===== src/rtl/mcdp_pkg.sv =====
package mcdp_pkg;

   localparam int XLEN = 32;

   localparam logic [5:0] OP_RFMT = 6'b000000;
   localparam logic [5:0] OP_JMP  = 6'b000010;
   localparam logic [5:0] OP_BEQ  = 6'b000100;
   localparam logic [5:0] OP_BNE  = 6'b000101;
   localparam logic [5:0] OP_LDW  = 6'b100011;
   localparam logic [5:0] OP_STW  = 6'b101011;
   localparam logic [2:0] OP_IMM_GRP = 3'b001;

   localparam logic [2:0] ALU_AND = 3'b000;
   localparam logic [2:0] ALU_OR  = 3'b001;
   localparam logic [2:0] ALU_ADD = 3'b010;
   localparam logic [2:0] ALU_SHL = 3'b101;
   localparam logic [2:0] ALU_SUB = 3'b110;
   localparam logic [2:0] ALU_SHR = 3'b111;

   typedef enum logic [2:0] {
      ST_FETCH, ST_DECODE, ST_EXEC, ST_MEM, ST_WB
   } state_e;

   typedef enum logic {ASEL_PC, ASEL_REG} a_sel_e;
   typedef enum logic [1:0] {BSEL_REG, BSEL_FOUR, BSEL_IMM, BSEL_IMMSH} b_sel_e;
   typedef enum logic [1:0] {PCS_ALU, PCS_ALUOUT, PCS_JUMP} pc_src_e;

   typedef struct packed {
      logic       pc_we;
      logic       br_eq;
      logic       br_ne;
      pc_src_e    pc_src;
      logic       ir_we;
      logic       addr_res;
      logic       mem_we;
      logic       mdr_we;
      logic       ab_we;
      a_sel_e     a_sel;
      b_sel_e     b_sel;
      logic [2:0] alu_op;
      logic       res_we;
      logic       rf_we;
      logic       dst_rd;
      logic       wsrc_mdr;
   } ctrl_t;

endpackage


===== src/rtl/mcdp_alu.sv =====
module mcdp_alu #(
   parameter int W     = 32,
   parameter int SHIFT = 1
) (
   input  logic [2:0]   op,
   input  logic [W-1:0] a,
   input  logic [W-1:0] b,
   output logic [W-1:0] y,
   output logic         zero
);
   import mcdp_pkg::*;

   generate
      if (SHIFT < 1 || SHIFT >= W) begin : g_bad_shift
         $error("mcdp_alu: SHIFT must lie in 1..W-1");
      end
   endgenerate

   always_comb begin
      case (op)
         ALU_AND: y = a & b;
         ALU_OR:  y = a | b;
         ALU_ADD: y = a + b;
         ALU_SUB: y = a - b;
         ALU_SHL: y = a << SHIFT;
         ALU_SHR: y = a >> SHIFT;
         default: y = '0;
      endcase
   end

   assign zero = (y == '0);

endmodule


===== src/rtl/mcdp_regfile.sv =====
module mcdp_regfile #(
   parameter int W       = 32,
   parameter int DEPTH   = 32,
   parameter bit R0_ZERO = 1'b1,
   localparam int AW     = $clog2(DEPTH)
) (
   input  logic          clk,
   input  logic          rst_n,
   input  logic [AW-1:0] ra1,
   input  logic [AW-1:0] ra2,
   output logic [W-1:0]  rd1,
   output logic [W-1:0]  rd2,
   input  logic          we,
   input  logic [AW-1:0] wa,
   input  logic [W-1:0]  wd
);

   generate
      if (DEPTH < 2 || (DEPTH & (DEPTH - 1)) != 0) begin : g_bad_depth
         $error("mcdp_regfile: DEPTH must be a power of two, at least 2");
      end
   endgenerate

   logic [W-1:0] slot [DEPTH];

   generate
      for (genvar i = 0; i < DEPTH; i++) begin : g_slot
         if (R0_ZERO && i == 0) begin : g_tied
            assign slot[i] = '0;
         end else begin : g_flop
            logic [W-1:0] q;
            always_ff @(posedge clk or negedge rst_n) begin
               if (!rst_n)
                  q <= '0;
               else if (we && wa == AW'(i))
                  q <= wd;
            end
            assign slot[i] = q;
         end
      end
   endgenerate

   assign rd1 = slot[ra1];
   assign rd2 = slot[ra2];

endmodule


===== src/rtl/mcdp_ctrl.sv =====
module mcdp_ctrl
   import mcdp_pkg::*;
(
   input  logic       clk,
   input  logic       rst_n,
   input  logic [5:0] opcode,
   input  logic [2:0] funct3,
   output state_e     state,
   output ctrl_t      cs
);

   state_e nxt;

   always_ff @(posedge clk or negedge rst_n) begin
      if (!rst_n)
         state <= ST_FETCH;
      else
         state <= nxt;
   end

   always_comb begin
      cs  = '0;
      nxt = state;
      case (state)
         ST_FETCH: begin
            cs.ir_we  = 1'b1;
            cs.a_sel  = ASEL_PC;
            cs.b_sel  = BSEL_FOUR;
            cs.alu_op = ALU_ADD;
            cs.pc_we  = 1'b1;
            cs.pc_src = PCS_ALU;
            nxt       = ST_DECODE;
         end
         ST_DECODE: begin
            cs.ab_we  = 1'b1;
            cs.a_sel  = ASEL_PC;
            cs.b_sel  = BSEL_IMMSH;
            cs.alu_op = ALU_ADD;
            cs.res_we = 1'b1;
            nxt       = ST_EXEC;
         end
         ST_EXEC: begin
            cs.a_sel = ASEL_REG;
            nxt      = ST_FETCH;
            if (opcode == OP_RFMT) begin
               cs.b_sel  = BSEL_REG;
               cs.alu_op = funct3;
               cs.res_we = 1'b1;
               nxt       = ST_WB;
            end else if (opcode[5:3] == OP_IMM_GRP) begin
               cs.b_sel  = BSEL_IMM;
               cs.alu_op = opcode[2:0];
               cs.res_we = 1'b1;
               nxt       = ST_WB;
            end else if (opcode == OP_LDW || opcode == OP_STW) begin
               cs.b_sel  = BSEL_IMM;
               cs.alu_op = ALU_ADD;
               cs.res_we = 1'b1;
               nxt       = ST_MEM;
            end else if (opcode == OP_BEQ || opcode == OP_BNE) begin
               cs.b_sel  = BSEL_REG;
               cs.alu_op = ALU_SUB;
               cs.br_eq  = (opcode == OP_BEQ);
               cs.br_ne  = (opcode == OP_BNE);
               cs.pc_src = PCS_ALUOUT;
            end else if (opcode == OP_JMP) begin
               cs.pc_we  = 1'b1;
               cs.pc_src = PCS_JUMP;
            end
         end
         ST_MEM: begin
            cs.addr_res = 1'b1;
            if (opcode == OP_LDW) begin
               cs.mdr_we = 1'b1;
               nxt       = ST_WB;
            end else begin
               cs.mem_we = 1'b1;
               nxt       = ST_FETCH;
            end
         end
         ST_WB: begin
            cs.rf_we    = 1'b1;
            cs.dst_rd   = (opcode == OP_RFMT);
            cs.wsrc_mdr = (opcode == OP_LDW);
            nxt         = ST_FETCH;
         end
         default: nxt = ST_FETCH;
      endcase
   end

endmodule


===== src/rtl/mcdp_core.sv =====
module mcdp_core
   import mcdp_pkg::*;
#(
   parameter int              REG_CNT    = 32,
   parameter logic [XLEN-1:0] PC_RESET   = '0,
   parameter bit              R0_IS_ZERO = 1'b1
) (
   input  logic            clk,
   input  logic            rst_n,
   output logic [XLEN-1:0] mem_addr,
   output logic [XLEN-1:0] mem_wdata,
   input  logic [XLEN-1:0] mem_rdata,
   output logic            mem_we
);

   localparam int RAW = $clog2(REG_CNT);

   generate
      if (REG_CNT < 2 || REG_CNT > 32) begin : g_bad_regcnt
         $error("mcdp_core: REG_CNT must lie in 2..32");
      end
      if (PC_RESET[1:0] != 2'b00) begin : g_bad_pcreset
         $error("mcdp_core: PC_RESET must be word aligned");
      end
   endgenerate

   state_e          st_q;
   ctrl_t           cs;
   logic [XLEN-1:0] pc_q, ir_q, a_q, b_q, aluout_q, mdr_q;
   logic [XLEN-1:0] alu_a, alu_b, alu_y, pc_nx;
   logic [XLEN-1:0] imm_sx, imm_sh, jmp_tgt;
   logic [XLEN-1:0] rf_rd1, rf_rd2, rf_wd;
   logic [RAW-1:0]  rs_idx, rt_idx, rd_idx, rf_wa;
   logic            alu_zero, pc_wr;

   assign rs_idx  = ir_q[21 +: RAW];
   assign rt_idx  = ir_q[16 +: RAW];
   assign rd_idx  = ir_q[11 +: RAW];
   assign imm_sx  = {{(XLEN-16){ir_q[15]}}, ir_q[15:0]};
   assign imm_sh  = {imm_sx[XLEN-3:0], 2'b00};
   assign jmp_tgt = {pc_q[XLEN-1:XLEN-4], ir_q[25:0], 2'b00};

   mcdp_ctrl u_ctrl (
      .clk    (clk),
      .rst_n  (rst_n),
      .opcode (ir_q[31:26]),
      .funct3 (ir_q[2:0]),
      .state  (st_q),
      .cs     (cs)
   );

   always_comb begin
      case (cs.a_sel)
         ASEL_PC: alu_a = pc_q;
         default: alu_a = a_q;
      endcase
      case (cs.b_sel)
         BSEL_REG:  alu_b = b_q;
         BSEL_FOUR: alu_b = XLEN'(4);
         BSEL_IMM:  alu_b = imm_sx;
         default:   alu_b = imm_sh;
      endcase
      case (cs.pc_src)
         PCS_ALUOUT: pc_nx = aluout_q;
         PCS_JUMP:   pc_nx = jmp_tgt;
         default:    pc_nx = alu_y;
      endcase
   end

   mcdp_alu #(.W(XLEN), .SHIFT(1)) u_alu (
      .op   (cs.alu_op),
      .a    (alu_a),
      .b    (alu_b),
      .y    (alu_y),
      .zero (alu_zero)
   );

   assign pc_wr = cs.pc_we | (cs.br_eq & alu_zero) | (cs.br_ne & ~alu_zero);
   assign rf_wa = cs.dst_rd   ? rd_idx : rt_idx;
   assign rf_wd = cs.wsrc_mdr ? mdr_q  : aluout_q;

   mcdp_regfile #(.W(XLEN), .DEPTH(REG_CNT), .R0_ZERO(R0_IS_ZERO)) u_rf (
      .clk   (clk),
      .rst_n (rst_n),
      .ra1   (rs_idx),
      .ra2   (rt_idx),
      .rd1   (rf_rd1),
      .rd2   (rf_rd2),
      .we    (cs.rf_we),
      .wa    (rf_wa),
      .wd    (rf_wd)
   );

   always_ff @(posedge clk or negedge rst_n) begin
      if (!rst_n) begin
         pc_q     <= PC_RESET;
         ir_q     <= '0;
         a_q      <= '0;
         b_q      <= '0;
         aluout_q <= '0;
         mdr_q    <= '0;
      end else begin
         if (pc_wr)     pc_q     <= pc_nx;
         if (cs.ir_we)  ir_q     <= mem_rdata;
         if (cs.ab_we)  a_q      <= rf_rd1;
         if (cs.ab_we)  b_q      <= rf_rd2;
         if (cs.res_we) aluout_q <= alu_y;
         if (cs.mdr_we) mdr_q    <= mem_rdata;
      end
   end

   assign mem_addr  = cs.addr_res ? aluout_q : pc_q;
   assign mem_wdata = b_q;
   assign mem_we    = cs.mem_we;

endmodule


===== config.mk =====
export PLATFORM = sky130hd
export DESIGN_NAME = mcdp_core
export DESIGN_NICKNAME = d
export VERILOG_FILES = /design/src/rtl/mcdp_pkg.sv /design/src/rtl/mcdp_alu.sv /design/src/rtl/mcdp_regfile.sv /design/src/rtl/mcdp_ctrl.sv /design/src/rtl/mcdp_core.sv
export SDC_FILE = /design/constraint.sdc
export NUM_CORES = 2
export LEC_CHECK = 0
export BUFFER_PORTS_ARGS = -buffer_cell sky130_fd_sc_hd__buf_4
export CAP_MARGIN = 20
export CELL_PAD_IN_SITES_DETAIL_PLACEMENT = 1
export CELL_PAD_IN_SITES_GLOBAL_PLACEMENT = 1
export CORE_ASPECT_RATIO = 1.25
export CORE_UTILIZATION = 25
export DETAILED_ROUTE_END_ITERATION = 8
export PLACE_DENSITY_LB_ADDON = 0.25
export SETUP_SLACK_MARGIN = 0.1
export SYNTH_ARGS = -nofsm -noshare
export SYNTH_HDL_FRONTEND = slang
export SYNTH_SLANG_ARGS = --single-unit

===== constraint.sdc =====
create_clock -name clk -period 11.3 [get_ports clk]
set_clock_uncertainty 0.05 [all_clocks]
set_input_delay 0.565 -clock clk [delete_from_list [all_inputs] [get_ports clk]]
set_output_delay 0.565 -clock clk [all_outputs]
set_load 0.01 [all_outputs]

Word-level counts from Yosys, hierarchy flattened
Cells that the tools add are included.

Flip-flop bits (word level): 1187. Input port bits: 34. Output and inout port bits: 65. Word-level logic and storage cells: 184.

Add/sub/neg operators: 2. Order comparisons: 2. Eq/ne operators: 50. Muxes and demuxes: 42. Bitwise gates (word level): 10. Reduce and logical (&&, ||, !) cells: 39.

Operator list (count): 32-bit binary-select mux with 5-bit select (2); 32-bit two-way mux (7); 32-bit case mux with 6 select lines (1); 32-bit case mux with 3 select lines (1); 5-bit == test, second input constant (16); 32-bit case mux with 2 select lines (1); 5-bit by 4-bit == test with 1-bit output, second input constant (8); 32-bit adder (1); 32-bit AND (1); 32-bit zero test (1); 32-bit OR (1); 32-bit subtractor (1); 1-bit logical AND (31); 5-bit two-way mux (5); 5-bit by 3-bit == test with 1-bit output, second input constant (4); 3-bit two-way mux (6); 6-bit case mux with 3 select lines (1); 3-bit == test, second input constant (4); 6-bit by 3-bit == test with 1-bit output, second input constant (2); 6-bit == test, second input constant (2); 6-bit >= comparator, second input constant (2); 2-bit two-way mux (6); 6-bit two-way mux (2); 5-bit inverter with 6-bit output (2); other kinds (18) (37).

Longest topological paths before layout
Depth after elaboration: 16. Mapped depth: 31. Mapped depth without buffers: 28.

Cells and area by module
From an unflattened synthesis, not the netlist that was laid out.

Cells, all modules: 4973. Area, all modules: 66916.7 um2.

By module, submodules not included: mcdp_regfile (times used 1, cells each 3639, area each 53226.0 um2, sequential area each 24823.8 um2); mcdp_core (times used 1, cells each 703, area each 9467.8 um2, sequential area each 4804.6 um2); mcdp_alu (times used 1, cells each 573, area each 3792.4 um2, sequential area each 0.0 um2); mcdp_ctrl (times used 1, cells each 58, area each 430.4 um2, sequential area each 75.1 um2).

Worst setup path after synthesis
Ideal clock, no wire load.

Kind: reg-to-reg. From: register u_ctrl.state[2]. To: register pc_q[0]. Library setup time: 0.125 ns. Arrival time: 6.257 ns. Required time: 11.125 ns. Path slack: 4.868 ns. Cell stages (with the launch flop): 32. Buffers on the path: 4. Period minus slack after synthesis: 6.432 ns. Path through: dfrtp_1 or2_2 clkbuf_1 clkbuf_1 buf_1 and3_1 a21oi_1 ha_1 nand2_1 nor4b_1 nand2_1 nor2_1 nand2_1 nor2_1 o21ai_0 o21ai_0 a211oi_1 ha_1 and3_1 nor2_1 o211ai_1 or3_1 o211a_1 a311oi_1 o211ai_1 nor4_1 nand4_1 nor2_1 mux2i_1 nand2_2 buf_6 mux2_2.

Cells in the longest elaborated chain, start to end: 10. Elaborated cells between the ends (all ways): 32. Classes of those cells: 2 x add/sub; 11 x eq/ne; 8 x mux; 7 x bitwise; 4 x reduce/logical.

RTL lines: start: declaration (line mcdp_ctrl.sv:8) `output state_e state,`; start signal: assignment (line mcdp_ctrl.sv:18) `state <= nxt;`; 3-bit by 2-bit == test with 1-bit output, or another cell as far along (line mcdp_ctrl.sv:24) `case (state)`; 6-bit case mux with 3 select lines (line mcdp_ctrl.sv:24); 2-bit == test, or another cell as far along (line mcdp_core.sv:57) `case (cs.b_sel)`; 32-bit case mux with 3 select lines (line mcdp_core.sv:57); 32-bit subtractor, or another cell as far along (line mcdp_alu.sv:24) `ALU_SUB: y = a - b;`; 32-bit case mux with 6 select lines (line mcdp_alu.sv:20) `case (op)`; 32-bit zero test (line mcdp_alu.sv:31) `assign zero = (y == '0);`; 1-bit AND or 1-bit inverter (tied branches) (line mcdp_core.sv:78) `assign pc_wr = cs.pc_we | (cs.br_eq & alu_zero) | (cs.br_ne & ~alu_zero);`; 1-bit OR or 1-bit AND (tied branches) (line mcdp_core.sv:78); 1-bit OR (line mcdp_core.sv:78); end signal: assignment (line mcdp_core.sv:103) `if (pc_wr) pc_q <= pc_nx;`; end: declaration (line mcdp_core.sv:29) `logic [XLEN-1:0] pc_q, ir_q, a_q, b_q, aluout_q, mdr_q;`.

Parallel ways exist; a longest one is shown, timed or not. A chain may end at the register's enable or synchronous reset.

Final worst setup path
From: register u_ctrl.state[1]. To: register pc_q[6].

The elaborated chain is that of the path after synthesis.

==> impl_metrics.env <==
export IMPL_peakVddDrop_mv=0.207
export IMPL_final_nets=5889
export IMPL_syn_avg_cell_area_um2=10.8
export IMPL_cap_violations=0
export IMPL_grt_pass1_vias=51300
export IMPL_clock_latency_ns=0.81
export IMPL_dr_pass1_iters=7
export IMPL_cp_required_ns=11.91
export IMPL_setup_tns_ns=0
export IMPL_h_tree_depth=4
export IMPL_status="completed"
export IMPL_grt_overflow=0
export IMPL_hp_class="in -> reg"
export IMPL_syn_inst=5967
export IMPL_crit_fanout=30
export IMPL_die_w_um=455
export IMPL_start_kind="flip-flop"
export IMPL_place_congestion=0.908
export IMPL_final_cell_mix="dfrtp_1 (1177), nand2_1 (1135), o21ai_0 (973), mux4_2 (576), a21oi_1 (416)"
export IMPL_clk_pin_slew_ns=0.06
export IMPL_synth_ff_type="dfrtp_1"
export IMPL_finalCritPeriodShare=0.784
export IMPL_end_kind="flip-flop"
export IMPL_post_cts_buffers=0
export IMPL_hold_viol_final=0
export IMPL_grt_pass1_wl_um=371000
export IMPL_async_flop_share=1.00
export IMPL_synth_seq_cells=1187
export IMPL_r2r_cells=24
export IMPL_synth_area_top_cells="dfrtp_1 (46%), mux4_2 (20%), o21ai_0 (7.6%)"
export IMPL_fin_crit_ns=8.86
export IMPL_synth_edf_count=0
export IMPL_routed_wl_um=250000
export IMPL_die_area_um2=259000
export IMPL_grt_use_total=0.193
export IMPL_worst_pin_slew_ns=1.13
export IMPL_setup_viol_count_final=0
export IMPL_hpwl_um=157000
export IMPL_syn_area_um2=64300
export IMPL_placementRows=207
export IMPL_placed_cell_area_um2=68700
export IMPL_via_per_inst=5.21
export IMPL_pwr_density_cell_nw_per_um2=274
export IMPL_initial_core_util=0.252
export IMPL_synth_top_area_frac=0.462
export IMPL_yosysUniqueCellTypes=86
export IMPL_synth_top_cell_by_area="dfrtp_1"
export IMPL_vias=48200
export IMPL_layout_commonest_cell="dfrtp_1"
export IMPL_antenna_left=0
export IMPL_ioPinCount=99
export IMPL_timing_hold_ws_ns=0.0548
export IMPL_area_growth_synth_to_final_pct=14.3
export IMPL_crit_type="reg -> reg"
export IMPL_grt_max_degree=179
export IMPL_rsz0062_at_grt="no"
export IMPL_wire_per_inst_um=27.0
export IMPL_cp_arrival_ns=9.47
export IMPL_clk_path_buf_depth=4
export IMPL_ys_seq_area_frac=0.462
export IMPL_fmax_mhz=113
export IMPL_hold_depth=2
export IMPL_place_port_buffers=98
export IMPL_drtIter0Drc=3424
export IMPL_slew_headroom=0.246
export IMPL_drive_above_1_share=0.210
export IMPL_fin_area_um2=73500
export IMPL_drc_errors=0
export IMPL_slew_viol_final=0
export IMPL_antenna_found_initial=4
export IMPL_p_leak_nw=30.8
export IMPL_root_buffer="clkbuf_16"
export IMPL_yosysWarnings=0
export IMPL_core_um2=255000
export IMPL_die_y_um=569
export IMPL_synth_nets=6038
export IMPL_cts_sinks=1187
export IMPL_cts_tree="yes"
export IMPL_nFillCells=28200
export IMPL_numCtsBuffers=138
-- final timing paths --
kind	slack, ns	end	from
max	2.44	pc_q[6]	u_ctrl.state[1]
min	0.05	mdr_q[18]	mem_rdata[18]
max reg2reg	2.44	pc_q[6]	u_ctrl.state[1]
min reg2reg	0.44	a_q[30]	a_q[30]
max in group asynchronous	8.29	u_rf.g_slot[12].g_flop.q[27]	rst_n
min in group asynchronous	0.31	u_rf.g_slot[26].g_flop.q[5]	rst_n
-- routing by layer --
layer,wire [µm],up-vias,track usage
met3,8930,352,0.0200
met4,7740,0,0.0584
met2,120000,1098,0.321
met1,113000,25400,0.263
met5,0,-,0
li1,-,21400,-
-- flip-flops by register name, summed over array words and instances (netlist names) --
name / flops
a_q: 32
aluout_q: 32
ir_q: 32
mdr_q: 32
mem_wdata: 32
pc_q: 32
u_ctrl.state: 3
u_rf.g_slot.g_flop.q: 992
-- power breakdown --
part	switching [W]	internal [W]	total, W
Clock	0.00188	0.00266	0.00453
Sequential	0.00107	0.00494	0.00601
Combinational	0.00594	0.00367	0.00961
-- critical path, cell delays in order, from the launching register on --
cell       delay [ns]
dfrtp_1          0.66
or4b_4           0.56
a21oi_4          0.51
nor2_1           0.15
a2111oi_2        0.67
nand4_1          0.45
nor3_1           0.69
and2_1           0.34
nor4b_1          0.26
o21ai_0          0.11
o21ai_0          0.09
a221oi_1         0.12
ha_1             0.41
and3_1           0.22
nor2_1           0.11
o211ai_1         0.13
or3_1            0.35
o21ai_0          0.42
o31a_1           0.23
xor2_1           0.08
a2111o_1         0.44
nor2_1           0.17
mux2i_1          0.32
nand2_2          0.61
mux2_2           0.51
-- area by class of cell --
cell class / count / area (µm²) / share of cell area
Multi-Input combinational cell: 4179 / 32700 / 0.445
Inverter: 37 / 139 / 0.00189
Timing Repair Buffer: 275 / 2280 / 0.0311
Tap cell: 3344 / 4180 / 0.0569
Clock buffer: 201 / 4070 / 0.0554
Clock inverter: 33 / 368 / 0.00501
Antenna cell: 4 / 10.0 / 0.000136
Sequential cell: 1187 / 29700 / 0.405
-- logic make-up (layout without fill, tap and decap cells) --
family | after synthesis | after routing | share of synthesized area
AO/OA/AOI/OAI | 1622 | 1622 | 0.137
AND/OR/NAND/NOR | 1598 | 1598 | 0.100
flip-flops | 1187 | 1187 | 0.462
multiplexers | 867 | 867 | 0.249
buffers and inverters | 601 | 546 | 0.0358
adder cells (fa/ha/maj) | 54 | 54 | 0.00997
XOR/XNOR | 38 | 38 | 0.00518
other | 0 | 4 | 0
-- stage by stage --
stage	std cells	setup slack [ns]	utilization	power (W)
CTS	9254	2.62	0.288	0.0203
global placement	8993	2.65	0.269	0.0156
global route	9257	1.98	0.288	0.0213
floorplan	5967	4.87	-	0.0120
finish	9260	2.44	0.288	0.0202
detailed placement	8994	2.65	0.269	0.0157
-- synthesized netlist by cell type, types with 5 or more instances --
cell and number:
dfrtp_1 1187, nand2_1 1163, o21ai_0 973, mux4_2 576, clkbuf_1 476, a21oi_1 416, nor2_1 274, mux2i_1 185
mux2_2 106, buf_1 69, ha_1 36, inv_1 36, a221oi_1 28, a211oi_1 27, o211ai_1 27, nor3_1 25
a22oi_1 21, xor2_1 20, xnor2_1 18, maj3_1 17, nand3_1 17, a21o_1 15, a31oi_1 15, and2_1 15
buf_2 15, and3_1 13, nand4_1 11, nor2b_1 11, nand2b_1 10, o22ai_1 10, nor4_1 9, nor3b_1 8
a22o_1 7, nand3b_1 7, or3_1 7, a2111oi_0 6, a311oi_1 6, o211a_1 6, o221ai_1 6, o31ai_1 6
a211o_1 5, o21a_1 5, o31a_1 5
-- timing repair --
| action | in CTS | in global routing |
|---|---|---|
| endpoints found under the hold margin | 175 | 0 |
| resized for setup | 0 | 0 |
| hold buffers | 26 | 0 |
Power figures use the tool's default switching activity.
